`src/rtl/xpt_pkg.sv`:
```
package xpt_pkg;
  localparam int NUM_OUT   = 8;
  localparam int SEL_W     = 4;
  localparam int FIELD_W   = SEL_W + 1;
  localparam int ADDR_W    = $clog2(NUM_OUT);
  localparam int CHAIN_LEN = 80;
  localparam int CFG_W     = NUM_OUT * FIELD_W;
  localparam int PAD_W     = CHAIN_LEN - CFG_W;
  localparam int SYNC_W    = 2 + ADDR_W + FIELD_W;
endpackage

```
`src/rtl/xpt_pin_sync.sv`:
```
module xpt_pin_sync #(
  parameter int          W       = 1,
  parameter logic [W-1:0] RST_VAL = '0
) (
  input  logic         clk_i,
  input  logic         rst_ni,
  input  logic [W-1:0] pin_i,
  output logic [W-1:0] q_o
);
  logic [W-1:0] s1_q, s2_q;

  always_ff @(posedge clk_i or negedge rst_ni) begin
    if (!rst_ni) begin
      s1_q <= RST_VAL;
      s2_q <= RST_VAL;
    end else begin
      s1_q <= pin_i;
      s2_q <= s1_q;
    end
  end

  assign q_o = s2_q;
endmodule

```
`src/rtl/xpt_chain.sv`:
```
module xpt_chain
  import xpt_pkg::*;
(
  input  logic               clk_i,
  input  logic               rst_ni,
  input  logic               shift_i,
  input  logic               din_i,
  input  logic               wr_i,
  input  logic [ADDR_W-1:0]  addr_i,
  input  logic [FIELD_W-1:0] field_i,
  output logic               sdo_o,
  output logic [CFG_W-1:0]   pend_o
);
  logic [CHAIN_LEN-1:0] chain_q;
  logic [PAD_W-1:0]     pad_q;
  logic [CFG_W-1:0]     cfg_q;

  // Config half sits at the far end so the first frame bits land there.
  always_ff @(posedge clk_i or negedge rst_ni) begin
    if (!rst_ni) begin
      pad_q <= '0;
    end else if (shift_i) begin
      pad_q <= {pad_q[PAD_W-2:0], din_i};
    end
  end

  for (genvar k = 0; k < NUM_OUT; k++) begin : g_field
    logic [FIELD_W-1:0] nxt;
    always_comb begin
      if (k == 0) nxt = {cfg_q[FIELD_W-2:0], pad_q[PAD_W-1]};
      else        nxt = {cfg_q[k*FIELD_W +: FIELD_W-1], cfg_q[k*FIELD_W-1]};
    end
    always_ff @(posedge clk_i or negedge rst_ni) begin
      if (!rst_ni) begin
        cfg_q[k*FIELD_W +: FIELD_W] <= '0;
      end else if (shift_i) begin
        cfg_q[k*FIELD_W +: FIELD_W] <= nxt;
      end else if (wr_i && addr_i == ADDR_W'(k)) begin
        cfg_q[k*FIELD_W +: FIELD_W] <= field_i;
      end
    end
  end

  assign chain_q = {cfg_q, pad_q};
  assign sdo_o   = chain_q[CHAIN_LEN-1];
  assign pend_o  = cfg_q;

  assert_shift_in_R2: assert property (@(posedge clk_i) disable iff (!rst_ni)
    shift_i |=> chain_q[0] == $past(din_i) &&
                chain_q[CHAIN_LEN-1:1] == $past(chain_q[CHAIN_LEN-2:0]));
  assert_wr_keeps_pad_R7: assert property (@(posedge clk_i) disable iff (!rst_ni)
    (wr_i && !shift_i) |=> pad_q == $past(pad_q) && $countones(cfg_q ^ $past(cfg_q)) <= FIELD_W);
  assert_idle_stable_R9: assert property (@(posedge clk_i) disable iff (!rst_ni)
    (!wr_i && !shift_i) |=> $stable(chain_q));
endmodule

```
`src/rtl/xpt_active.sv`:
```
module xpt_active
  import xpt_pkg::*;
(
  input  logic                     clk_i,
  input  logic                     rst_ni,
  input  logic                     load_i,
  input  logic [CFG_W-1:0]         pend_i,
  output logic [NUM_OUT-1:0]       en_o,
  output logic [NUM_OUT*SEL_W-1:0] sel_o
);
  logic [CFG_W-1:0] act_q;

  always_ff @(posedge clk_i or negedge rst_ni) begin
    if (!rst_ni)     act_q <= '0;
    else if (load_i) act_q <= pend_i;
  end

  for (genvar k = 0; k < NUM_OUT; k++) begin : g_out
    assign en_o[k]                 = act_q[k*FIELD_W + SEL_W];
    assign sel_o[k*SEL_W +: SEL_W] = act_q[k*FIELD_W +: SEL_W];
  end

  assert_hold_R6: assert property (@(posedge clk_i) disable iff (!rst_ni)
    !load_i |=> $stable(act_q));
  assert_load_R6: assert property (@(posedge clk_i) disable iff (!rst_ni)
    load_i |=> act_q == $past(pend_i));
endmodule

```
`src/rtl/xpt_prog_reg.sv`:
```
module xpt_prog_reg
  import xpt_pkg::*;
(
  input  logic                     clk_i,
  input  logic                     rst_ni,
  input  logic                     sclk_i,
  input  logic                     sdi_i,
  output logic                     sdo_o,
  input  logic                     upd_i,
  input  logic                     ce_ni,
  input  logic                     par_mode_i,
  input  logic [ADDR_W-1:0]        addr_i,
  input  logic [FIELD_W-1:0]       data_i,
  output logic [NUM_OUT-1:0]       out_en_o,
  output logic [NUM_OUT*SEL_W-1:0] in_sel_o
);
  logic [1:0]         strb_s;
  logic [1:0]         strb_prev_q;
  logic               ce_n_s;
  logic [SYNC_W-1:0]  dat_s;
  logic               sclk_fall, upd_fall, ce_act;
  logic               shift_en, wr_en, load_en;
  logic               mode_s, din_s;
  logic [ADDR_W-1:0]  addr_s;
  logic [FIELD_W-1:0] field_s;
  logic [CFG_W-1:0]   pend;

  xpt_pin_sync #(.W(2), .RST_VAL(2'b00)) u_sync_strb (
    .clk_i, .rst_ni, .pin_i({upd_i, sclk_i}), .q_o(strb_s));
  xpt_pin_sync #(.W(1), .RST_VAL(1'b1)) u_sync_ce (
    .clk_i, .rst_ni, .pin_i(ce_ni), .q_o(ce_n_s));
  xpt_pin_sync #(.W(SYNC_W), .RST_VAL('0)) u_sync_dat (
    .clk_i, .rst_ni, .pin_i({par_mode_i, sdi_i, addr_i, data_i}), .q_o(dat_s));

  assign {mode_s, din_s, addr_s, field_s} = dat_s;

  always_ff @(posedge clk_i or negedge rst_ni) begin
    if (!rst_ni) strb_prev_q <= '0;
    else         strb_prev_q <= strb_s;
  end

  assign sclk_fall = strb_prev_q[0] & ~strb_s[0];
  assign upd_fall  = strb_prev_q[1] & ~strb_s[1];
  assign ce_act    = ~ce_n_s;
  assign shift_en  = sclk_fall & ce_act & ~mode_s;
  assign wr_en     = sclk_fall & ce_act &  mode_s;
  assign load_en   = upd_fall  & ce_act;

  xpt_chain u_chain (
    .clk_i, .rst_ni,
    .shift_i(shift_en), .din_i(din_s),
    .wr_i(wr_en), .addr_i(addr_s), .field_i(field_s),
    .sdo_o, .pend_o(pend));

  xpt_active u_active (
    .clk_i, .rst_ni, .load_i(load_en), .pend_i(pend),
    .en_o(out_en_o), .sel_o(in_sel_o));

  assert_ce_gate_R8: assert property (@(posedge clk_i) disable iff (!rst_ni)
    ce_n_s |=> $stable(out_en_o) && $stable(in_sel_o) && $stable(pend));
  assert_one_action_R9: assert property (@(posedge clk_i) disable iff (!rst_ni)
    sclk_fall |=> !sclk_fall);
endmodule

```
`config.mk`:
```
export PLATFORM = sky130hd
export DESIGN_NAME = xpt_prog_reg
export DESIGN_NICKNAME = d
export VERILOG_FILES = /design/src/rtl/xpt_pkg.sv /design/src/rtl/xpt_pin_sync.sv /design/src/rtl/xpt_chain.sv /design/src/rtl/xpt_active.sv /design/src/rtl/xpt_prog_reg.sv
export SDC_FILE = /design/constraint.sdc
export NUM_CORES = 1
export LEC_CHECK = 0
export BUFFER_PORTS_ARGS = -buffer_cell sky130_fd_sc_hd__buf_4
export CAP_MARGIN = 20
export CORE_MARGIN = 5
export CORE_UTILIZATION = 63
export CTS_BUF_LIST = sky130_fd_sc_hd__clkbuf_16
export CTS_CLUSTER_SIZE = 40
export DETAILED_ROUTE_END_ITERATION = 10
export GPL_TIMING_DRIVEN = 1
export PLACE_DENSITY = 0.82
export SLEW_MARGIN = 20
export SYNTH_ARGS = -nofsm -noshare
export SYNTH_HDL_FRONTEND = slang
export SYNTH_SLANG_ARGS = --single-unit
export TNS_END_PERCENT = 50
```
`constraint.sdc`:
```
create_clock -name clk_i -period 3.3 [get_ports clk_i]
set_clock_uncertainty 0.05 [all_clocks]
set_input_delay 0.66 -clock clk_i [delete_from_list [all_inputs] [get_ports clk_i]]
set_output_delay 0.66 -clock clk_i [all_outputs]
set_load 0.02 [all_outputs]
```
# --- After elaboration in Yosys (flattened, before gate mapping) ---
# Index checks and enable logic that the tools add are counted.
classes:
  n_eq_ne: 7
  n_mux: 16
  n_bitwise: 10
  reduce_logical: 17
op_table:
  columns: ["op", "count"]
  rows:
  - ["$mux 5", 16]
  - ["$reduce_bool 2->1", 8]
  - ["$eq 3x3->1 const B", 4]
  - ["$logic_and 1x1->1", 8]
  - ["$and 1x1->1", 6]
  - ["$eq 3x2->1 const B", 2]
  - ["$not 1->1", 4]
  - ["$eq 3x1->1 const B", 1]
  - ["$logic_not 3->1", 1]
word_totals:
  reg_bits: 148

# --- Logic depth before layout (Yosys ltp) ---
# Gate-level depths: netlist of run 1.
logic_depth:
  ltp_word: 7
  depth_mapped: 5
  ltp_nobuf: 3

# --- By module ---
# From an unflattened synthesis of run 1, not the netlist that was laid out.
hier_totals:
  cells_unflattened: 388
  area_unflattened_um2: 5720.5
modules_own_cells:
  columns: ["mod", "n_inst", "cells_per_inst", "area_each_um2", "seq_area_each_um2"]
  rows:
  - ["xpt_chain", 1, 273, 3485.8, 2001.9]
  - ["xpt_active", 1, 84, 1496.4, 1001.0]
  - ["xpt_pin_sync at u_sync_dat", 1, 20, 500.5, 500.5]
  - ["xpt_pin_sync at u_sync_strb", 1, 4, 100.1, 100.1]
  - ["xpt_prog_reg", 1, 5, 85.1, 50.0]
  - ["xpt_pin_sync at u_sync_ce", 1, 2, 52.6, 52.6]

# --- Least setup slack after synthesis of run 1 ---
# No wires, ideal clock.
synth_path:
  path_kind: "register -> register"
  from: "register u_sync_strb.s2_q[0] (netlist: u_sync_strb.q_o[0])"
  to: "register u_chain.pad_q[22]"
  arrival_ns: 1.468
  setup_slack_ns: 1.657
  path_stages_with_launch: 5
  path_buffers: 2
  period_less_slack_ns: 1.643
  cell_sequence: "dfrtp_1 or4b_4 buf_6 buf_6 mux2_4"
synth_via:
  elab_chain_len: 4
synth_lines:
  columns: ["item", "line_no", "source"]
  rows:
  - ["start: declaration", "xpt_pin_sync.sv:10", "logic [W-1:0] s1_q, s2_q;"]
  - ["start signal: assignment", "xpt_pin_sync.sv:18", "s2_q <= s1_q;"]
  - ["$not 1->1", "xpt_prog_reg.sv:42", "assign sclk_fall = strb_prev_q[0] & ~strb_s[0];"]
  - ["$and 1x1->1", "xpt_prog_reg.sv:42", null]
  - ["$and 1x1->1 (2 in a row)", "xpt_prog_reg.sv:45", "assign shift_en = sclk_fall & ce_act & ~mode_s;"]
  - ["end signal: assignment", "xpt_chain.sv:23", "pad_q <= {pad_q[PAD_W-2:0], din_i};"]
  - ["end: declaration", "xpt_chain.sv:15", "logic [PAD_W-1:0] pad_q;"]
# No other way between the ends.
# A chain may end at the register's enable or synchronous reset.

# --- Final worst setup path of run 1 ---
layout_path:
  from: "register u_sync_strb.s2_q[0] (netlist: u_sync_strb.q_o[0])"
  to: "register u_chain.pad_q[33]"
# The elaborated chain is that of the path after synthesis.

==> results of run 1 <==
synth_stat cells (all sizes together):
master	count	area, um2
mux2	80	965
nor2	40	150
nor2b	2	12.5
or2	1	6.26
buf	15	109
nand4bb	1	11.3
dfrtp	146	3650
nor4b	1	8.76
o21ai	40	200
clkbuf	19	71.3
nor3b	6	45.0
nand2	11	41.3
dfstp	2	52.6
or4b	2	23.8
a31oi	40	250
nand4	10	62.6
nand3	20	100
nand2b	2	12.5
nor4bb	1	10.0
flip-flops by register name (all words and copies together), names as in the netlist:
register          flops
u_sync_dat.q_o       10
u_chain.pend_o       40
u_sync_ce.q_o         1
u_chain.pad_q        40
u_sync_strb.q_o       2
u_active.act_q       40
strb_prev_q           2
u_sync_dat.s1_q      10
u_sync_ce.s1_q        1
u_sync_strb.s1_q      2
worst max-delay path, delay by kind of cell (launching register included):
kind,cells,cell delay [ns]
flops,1,0.45
buf+inv,1,0.33
simple gates,1,0.76
mux,1,0.33
layout make-up:
class / count / area (um2)
fill: 563 / 2250
multi-input combinational: 257 / 1920
clock buffer: 17 / 425
clock inverter: 15 / 189
timing repair buffer: 61 / 487
sequential: 148 / 3710
tap: 111 / 139
worst max path at each step:
stage,startpoint,end,cells past startpoint,slack [ns]
detailed placement,u_sync_strb.q_o[0]$_DFF_PN0_,u_chain.pad_q[32]$_DFFE_PN0N_,3,1.26
global placement,u_sync_strb.q_o[0]$_DFF_PN0_,u_chain.pad_q[38]$_DFFE_PN0N_,3,1.31
global route,u_sync_ce.q_o$_DFF_PN1_,u_chain.pad_q[39]$_DFFE_PN0N_,3,1.18
finish,u_sync_strb.q_o[0]$_DFF_PN0_,u_chain.pad_q[33]$_DFFE_PN0N_,3,1.24
CTS,u_sync_strb.q_o[0]$_DFF_PN0_,u_chain.pad_q[33]$_DFFE_PN0N_,3,1.25
floorplan,u_sync_strb.q_o[0]$_DFF_PN0_,u_chain.pad_q[22]$_DFFE_PN0N_,4,1.66
routing by layer:
layer	part of all wire, %	GRT usage (%)	up-vias	wire, um
met5	0	0	-	0
met4	1.6	8.14	0	186
met3	6.5	6.00	22	735
met2	52	35.4	139	5840
met1	40	27.2	1902	4530
li1	-	-	1663	-
cell families (layout without fill, tap and decap cells):
logic type	after synthesis	count (layout)	share of synthesized area, %
compound gates	80	80	7.79
mux	80	80	16.7
flops	148	148	64.1
simple gates	97	97	8.37
buf+inv	34	93	3.11
where the power goes:
part	internal (mW)	total (mW)	switching, mW
logic	0.542	1.11	0.571
clock network	1.26	1.99	0.730
registers	2.21	2.49	0.283
total	4.01	5.59	1.58
==> flow_summary.ini, run 1 <==
[run_status]
status = complete, no violations

[timing]
period_minus_slack_ns = 2.06
hold_violations = 0
setup_viol = 0
fin_crit_sh_pct = 62.4
slew_headroom_pct = 46.2
worstMarginPinSlew_ns = 0.802
report.final.slew_viol_count = 0
fmaxAchievable_mhz = 485
hold_ws_ns = 0.210
timing.final.ws_setup_ns = 1.24
finalSetupTns_ns = 0
rsz0062_at_grt = false

[global_route]
grt_pass1_wl_um = 18900
grt_util_all_layers_pct = 21.5
grt_max_degree = 89
antenna_found_initial = 0
grt_pass1_vias = 3793
grt_overflow = 0

[critical_path]
cp.required_ns = 3.55
slowest_delay_ns = 0.76
worst_ep_arrival_time_ns = 2.31
worstPathCellList = or4b_4 -> buf_12 -> mux2_4
critPathSlowestCell = or4b_4
end_kind = flip-flop
path_max_fanout = 88
r2r-end = u_chain.pad_q[33]$_DFFE_PN0N_
rr_startpoint = u_sync_strb.q_o[0]$_DFF_PN0_
r2r_setup_slack_ns = 1.24
worst-setup-path-type = flip-flop to flip-flop
r2r_cells = 3
startpoint_type = flip-flop

[logic_synthesis]
syn_nets = 454
ys_types = 24
yosys_register_bits = 148
synthCells = 439
yosysSeqAreaShare_pct = 64.1
syn_area_um2 = 5790
yosysWarnings = 0
avgSynthCellArea_um2 = 13.2

[placed_design]
dp_hpwl_um = 6900
gp_congestion = 0.822
dpl_cell_area_um2 = 6250
place_ws_ns = 1.26
dp.cells = 577
portBuffers = 55

[pwr]
max-vdd-ir-drop_uv = 500
p_total_mw = 5.59
p_leak_nw = 3.05
p_per_area_nw_per_um2 = 815

[route]
viasPerCell = 6.12
drtIter0Drc = 295
vias = 3726
dr.pass1.iters = 5
drc_errors = 0
avgRoutedWirePerCell_um = 18.5
ant_nets = 0
routed_wirelength_um = 11300

[cells_and_area]
final_cell_mix = dfrtp_1, mux2_2, buf_4
nNetsFinal = 500
antenna-diode-count = 0
fin_area_um2 = 6860
postLayoutCoreUtil_pct = 75.3
drive_gt1_share_pct = 35.7
layout_commonest_cell = dfrtp_1
finalNonFillerCells = 609
areaGrowthSynthToFinish_pct = 18.6

[clock_network]
cts.reportedPaths.clkPinSlew_ns = 0.06
cts.sinks = 148
hold_buffers = 0
numCtsBuffers = 17
cts_tree = yes
clockRootBuffer = clkbuf_16
cts_resized = 0
htreeDepth = 4
clk_path_buf_depth = 2
cts_setup_buffers = 0
clock_latency_ns = 0.42

[job]
drv_cap = 0

[die]
core_um2 = 9110
die-width_um = 106
num_io_pins = 56
dieArea_um2 = 11200
start_util_pct = 63.5
die_h_um = 106
rows = 35

[worst_hold_path]
min_path_type = input pin to asynchronous set/reset pin
No activity file was read; power rests on OpenSTA's default activity.
==> run 2: changes to the inputs <==
--- a/config.mk
+++ b/config.mk
@@ -8,12 +8,12 @@
 export BUFFER_PORTS_ARGS = -buffer_cell sky130_fd_sc_hd__buf_4
 export CAP_MARGIN = 20
 export CORE_MARGIN = 5
-export CORE_UTILIZATION = 63
+export CORE_UTILIZATION = 53
 export CTS_BUF_LIST = sky130_fd_sc_hd__clkbuf_16
 export CTS_CLUSTER_SIZE = 40
 export DETAILED_ROUTE_END_ITERATION = 10
 export GPL_TIMING_DRIVEN = 1
-export PLACE_DENSITY = 0.82
+export PLACE_DENSITY = 0.73
 export SLEW_MARGIN = 20
 export SYNTH_ARGS = -nofsm -noshare
 export SYNTH_HDL_FRONTEND = slang
==> constraint.sdc (replaced) <==
create_clock -name clk_i -period 1.8 [get_ports clk_i]
set_clock_uncertainty 0.05 [all_clocks]
set_input_delay 0.36 -clock clk_i [delete_from_list [all_inputs] [get_ports clk_i]]
set_output_delay 0.36 -clock clk_i [all_outputs]
set_load 0.02 [all_outputs]
==> run 2 against run 1 <==
  * Die area rose by 17%
  * Sequential share of layout area fell by 2.6 points
  * Count of clock-buffer cells in the layout did not move
  * Wire length rose by 0.19%
  * Core utilization fell by 8.5 points
  * Largest cell class unchanged
  * Largest power group unchanged
==> flow_summary.ini, run 2 (synthesis gave the netlist of run 1 again) <==
[route]
dr_wl_met2_um = 5500
avgRoutedWirePerCell_um = 16.9
drc_errors = 0
met1_length_um = 4960
wl_met3_um = 562
drtIter0Drc = 288
ant_nets = 0
routed_wirelength_um = 11300
vias = 3714
dr.pass1.iters = 4
viasPerCell = 5.54
routed.top_layer = met4

[global_route]
grt_max_degree = 64
antenna_found_initial = 0
grt_overflow = 0
grt_util_all_layers_pct = 19.0
grt_pass1_wl_um = 19300
grt_pass1_vias = 3931

[clock_network]
numCtsBuffers = 17
cts.reportedPaths.clkPinSlew_ns = 0.06
clk_path_buf_depth = 2
htreeDepth = 4
clockRootBuffer = clkbuf_16
cts.sinks = 148
clock_latency_ns = 0.41
cts_tree = yes

[timing]
period_minus_slack_ns = 1.71
worstMarginPinSlew_ns = 0.511
timing.final.ws_setup_ns = 0.0941
setup_viol = 0
report.final.slew_viol_count = 0
slew_headroom_pct = 65.9
fmaxAchievable_mhz = 586
finalSetupTns_ns = 0
fin_crit_sh_pct = 94.8
hold_violations = 0
rsz0062_at_grt = false

[cells_and_area]
fin_area_um2 = 7210
n_fill_cell = 749
drive_gt1_share_pct = 37.5
layout_commonest_cell = dfrtp_1
antenna-diode-count = 0
nNetsFinal = 532
final_cell_mix = dfrtp_1, buf_4, mux2_2
areaGrowthSynthToFinish_pct = 24.6
postLayoutCoreUtil_pct = 66.8

[pwr]
clkPwrFrac_pct = 34.9
p_total_mw = 10.2
swShare_pct = 28.6
p_leak_nw = 3.20
intPower_mw = 7.29
switching_power_mw = 2.92
power_frac_seq_pct = 44.5
max-vdd-ir-drop_uv = 648
power_frac_comb_pct = 20.6
p_per_area_nw_per_um2 = 1420

[critical_path]
crit_end = u_chain.pad_q[22]$_DFFE_PN0N_
cp.required_ns = 2.04
critPathSlowestCell = or4b_4
worstPathCellList = or4b_4 -> buf_12 -> mux2_4
slowest_delay_ns = 0.56
end_kind = flip-flop
cp_num_cells = 3
critical_path.startpoint = u_sync_dat.q_o[9]$_DFF_PN0_
worst_ep_arrival_time_ns = 1.95
r2r_cells = 3
startpoint_type = flip-flop
path_delay_family = simple AND/OR/NAND/NOR gates
path_max_fanout = 63
r2r_setup_slack_ns = 0.09
worst-path-buf-inv = 1
worst-setup-path-type = flip-flop to flip-flop
rr_startpoint = u_sync_dat.q_o[9]$_DFF_PN0_
r2r-end = u_chain.pad_q[22]$_DFFE_PN0N_

[placed_design]
dp_hpwl_um = 7360
dpl_cell_area_um2 = 6460
place_ws_ns = -0.0261
portBuffers = 55
gp_congestion = 0.817

[die]
num_io_pins = 56
dieArea_um2 = 13100
core_um2 = 10800
rows = 38
start_util_pct = 53.6
die-width_um = 114
die_h_um = 114

[worst_hold_path]
min_path_type = flip-flop to flip-flop

[run_status]
status = complete, no violations

[job]
drv_cap = 0
==> run 2: worst min-delay path by stage <==
stage | from | endpoint | slack [ns] | cells past startpoint
finish | u_sync_dat.s1_q[9]$_DFF_PN0_ | u_sync_dat.q_o[9]$_DFF_PN0_ | 0.29 | 0
global route | u_sync_dat.s1_q[3]$_DFF_PN0_ | u_sync_dat.q_o[3]$_DFF_PN0_ | 0.31 | 0
CTS | data_i[2] | u_sync_dat.s1_q[2]$_DFF_PN0_ | 0.001 | 1
detailed placement | rst_ni | u_active.act_q[36]$_DFFE_PN0P_ | 0.24 | 1
global placement | rst_ni | u_active.act_q[39]$_DFFE_PN0P_ | 0.24 | 1
floorplan | rst_ni | strb_prev_q[0]$_DFF_PN0_ | 0.01 | 0
==> run 2: what timing repair did <==
| action | CTS | global route |
|---|---|---|
| hold buffers | 12 | 2 |
| endpoints found under the hold margin | 42 | 2 |
| setup buffers | 0 | 0 |
| resized for setup | 1 | 0 |
| endpoints found under the setup margin | 10 | 0 |
==> run 2: layout make-up <==
| type | instances | area (um2) | share of cell area, % |
|---|---|---|---|
| Sequential cell | 148 | 3710 | 51.4 |
| Multi-Input combinational cell | 257 | 1920 | 26.6 |
| Clock buffer | 17 | 425 | 5.90 |
| Clock inverter | 15 | 183 | 2.53 |
| Timing Repair Buffer | 93 | 800 | 11.1 |
| Tap cell | 140 | 175 | 2.43 |
==> run 2: worst register-to-register path, cell delays in order (launching register included) <==
cell	delay, ns
dfrtp_1	0.37
or4b_4	0.56
buf_12	0.22
mux2_4	0.38
==> run 2: power groups by stage <==
stage	combinational [mW]	clock, mW	sequential [mW]
2_1_floorplan	0.724	0	4.93
3_3_place_gp	2.04	0	4.57
3_5_place_dp	2.10	0	4.60
4_1_cts	2.14	3.63	4.55
5_1_grt	2.29	3.79	4.65
6_report	2.11	3.56	4.54
==> run 2: per-layer routing <==
| metal | global-route usage, % | vias to the layer above |
|---|---|---|
| li1 | - | 1724 |
| met1 | 24.3 | 1861 |
| met2 | 30.5 | 101 |
| met3 | 5.02 | 28 |
| met4 | 8.55 | 0 |
| met5 | 0 | - |
==> run 2: stage by stage <==
step	instances	hold slack, ns
6_report	670	0.292
3_3_place_gp	624	0.240
5_1_grt	670	0.305
3_5_place_dp	624	0.240
2_1_floorplan	439	0.0144
4_1_cts	668	0.00132
==> run 3: changes to the inputs <==
--- a/config.mk
+++ b/config.mk
@@ -14,6 +14,7 @@
 export DETAILED_ROUTE_END_ITERATION = 10
 export GPL_TIMING_DRIVEN = 1
 export PLACE_DENSITY = 0.73
+export RECOVER_POWER = 100
 export SLEW_MARGIN = 20
 export SYNTH_ARGS = -nofsm -noshare
 export SYNTH_HDL_FRONTEND = slang
==> run 3 against run 2 <==
  * Die area is the same
  * Count of clock-buffer cells in the layout unchanged
  * Hold slack better by 0.00088 ns
  * Combinational power fell by 16%
  * Global-route usage is the same
  * Final area decreased by 3.4%
  * First-iteration DRC count decreased by 2.4%
  * Total power decreased by 3.4%
  * Critical path depth did not move
  * Cell count stayed put
==> flow_summary.ini, run 3 (synthesis gave the netlist of run 1 again) <==
[cells_and_area]
fin_area_um2 = 6960
drive_gt1_share_pct = 26.6
postLayoutCoreUtil_pct = 64.5
multi_input_area_um2 = 1860
areaGrowthSynthToFinish_pct = 20.4
finalNonFillerCells = 670
regArea_um2 = 3710
layout_commonest_cell = dfrtp_1
final_cell_mix = dfrtp_1, mux2_2, clkbuf_1
nNetsFinal = 532
n_fill_cell = 816
antenna-diode-count = 0

[route]
routed_wirelength_um = 11200
drc_errors = 0
avgRoutedWirePerCell_um = 16.8
ant_nets = 0
drtIter0Drc = 281
viasPerCell = 5.55
vias = 3721
dr.pass1.iters = 4

[critical_path]
startpoint_type = flip-flop
end_kind = flip-flop
path_max_fanout = 63
worst-setup-path-type = flip-flop to flip-flop
critical_path.startpoint = u_sync_ce.q_o$_DFF_PN1_
worstPathCellList = or4b_4 -> buf_8 -> mux2_1
rr_startpoint = u_sync_ce.q_o$_DFF_PN1_
worst_ep_arrival_time_ns = 1.99
cp.required_ns = 2.04
slowest_delay_ns = 0.54
critPathSlowestCell = or4b_4

[placed_design]
portBuffers = 55
dpl_cell_area_um2 = 6460
place_ws_ns = -0.0261
dp.cells = 624
gp_congestion = 0.817
dp_hpwl_um = 7360

[clock_network]
clockRootBuffer = clkbuf_16
cts.sinks = 148
numCtsBuffers = 17
cts.reportedPaths.clkPinSlew_ns = 0.06
cts_tree = yes
clk_path_buf_depth = 2
htreeDepth = 4
clock_latency_ns = 0.42
cts_setup_buffers = 0

[worst_hold_path]
min_path_type = flip-flop to flip-flop
worstHoldStart = u_sync_dat.s1_q[9]$_DFF_PN0_

[die]
die_h_um = 114
num_io_pins = 56
start_util_pct = 53.6
dieArea_um2 = 13100
core_um2 = 10800
rows = 38
die-width_um = 114

[pwr]
max-vdd-ir-drop_uv = 634
p_per_area_nw_per_um2 = 1420
switching_power_mw = 2.91
swShare_pct = 29.5
p_leak_nw = 3.00
clkPwrFrac_pct = 36.1
intPower_mw = 6.95
power_frac_comb_pct = 18.0
power_frac_seq_pct = 45.9

[global_route]
grt_util_all_layers_pct = 19.0
grt_pass1_wl_um = 19300
antenna_found_initial = 0
grt_util_met3_pct = 5.02
grt_pass1_vias = 3931
grt.busiest_layer = met2
met2_usage_pct = 30.5
grt_overflow = 0
use_met1_pct = 24.3
grt_max_degree = 64

[job]
drv_cap = 0

[timing]
report.final.slew_viol_count = 0
setup_viol = 0
finalSetupTns_ns = 0
timing.final.ws_setup_ns = 0.0553
worstMarginPinSlew_ns = 0.988
fin_crit_sh_pct = 96.9
slew_headroom_pct = 34.1
period_minus_slack_ns = 1.74
fmaxAchievable_mhz = 573
hold_violations = 0
rsz0062_at_grt = false

[run_status]
status = complete, no violations
## run 3: cell count changes in the layout (fill, tap and decap cells not counted), sizes merged
cell and delta:
buf -58, clkbuf +58
## run 3: power by group through the flow
stage / clock network, mW / registers (mW) / logic, mW
after detailed placement: 0 / 4.60 / 2.10
after CTS: 3.63 / 4.55 / 2.14
final: 3.56 / 4.53 / 1.77
after global routing: 3.79 / 4.65 / 1.96
after floorplan: 0 / 4.93 / 0.724
after global placement: 0 / 4.57 / 2.04
## run 3: repair_timing
item	4_1_cts	5_1_grt
hold buffers	12	2
hold endpoints to repair	42	2
gates resized for setup	1	0
endpoints found under the setup margin	10	0
## run 3: cell type report
type	count	area share (%)
timing repair buffer	93	8.82
sequential	148	53.2
clock inverter	15	2.62
multi-input combinational	257	26.7
tap	140	2.52
clock buffer	17	6.11
## run 3: layer usage
layer | routed length, um | vias up
met5 | 0 | -
met4 | 278 | 0
met3 | 622 | 25
met2 | 5510 | 110
met1 | 4840 | 1858
li1 | - | 1728
## run 3: final timing paths
path                                                  end  slack, ns  cells past startpoint
max                         u_chain.pad_q[32]$_DFFE_PN0N_       0.06                      3
min                           u_sync_dat.q_o[9]$_DFF_PN0_       0.29                      0
max reg2reg                 u_chain.pad_q[32]$_DFFE_PN0N_       0.06                      3
min reg2reg                   u_sync_dat.q_o[9]$_DFF_PN0_       0.29                      0
max in group asynchronous  u_active.act_q[28]$_DFFE_PN0P_       0.29                      3
min in group asynchronous  u_active.act_q[38]$_DFFE_PN0P_       0.59                      2
## run 3: worst max-delay path, delay by kind of cell (launching register included)
kind / cells / cell delay, ns
AND/OR/NAND/NOR: 1 / 0.54
flip-flops: 1 / 0.39
multiplexers: 1 / 0.36
buffers and inverters: 1 / 0.24
## run 3: metrics by stage
stage	hold WS, ns	power, mW
after floorplan	0.0144	5.65
after global placement	0.240	6.62
after detailed placement	0.240	6.71
after CTS	0.00132	10.3
after global routing	0.305	10.4
final	0.293	9.87
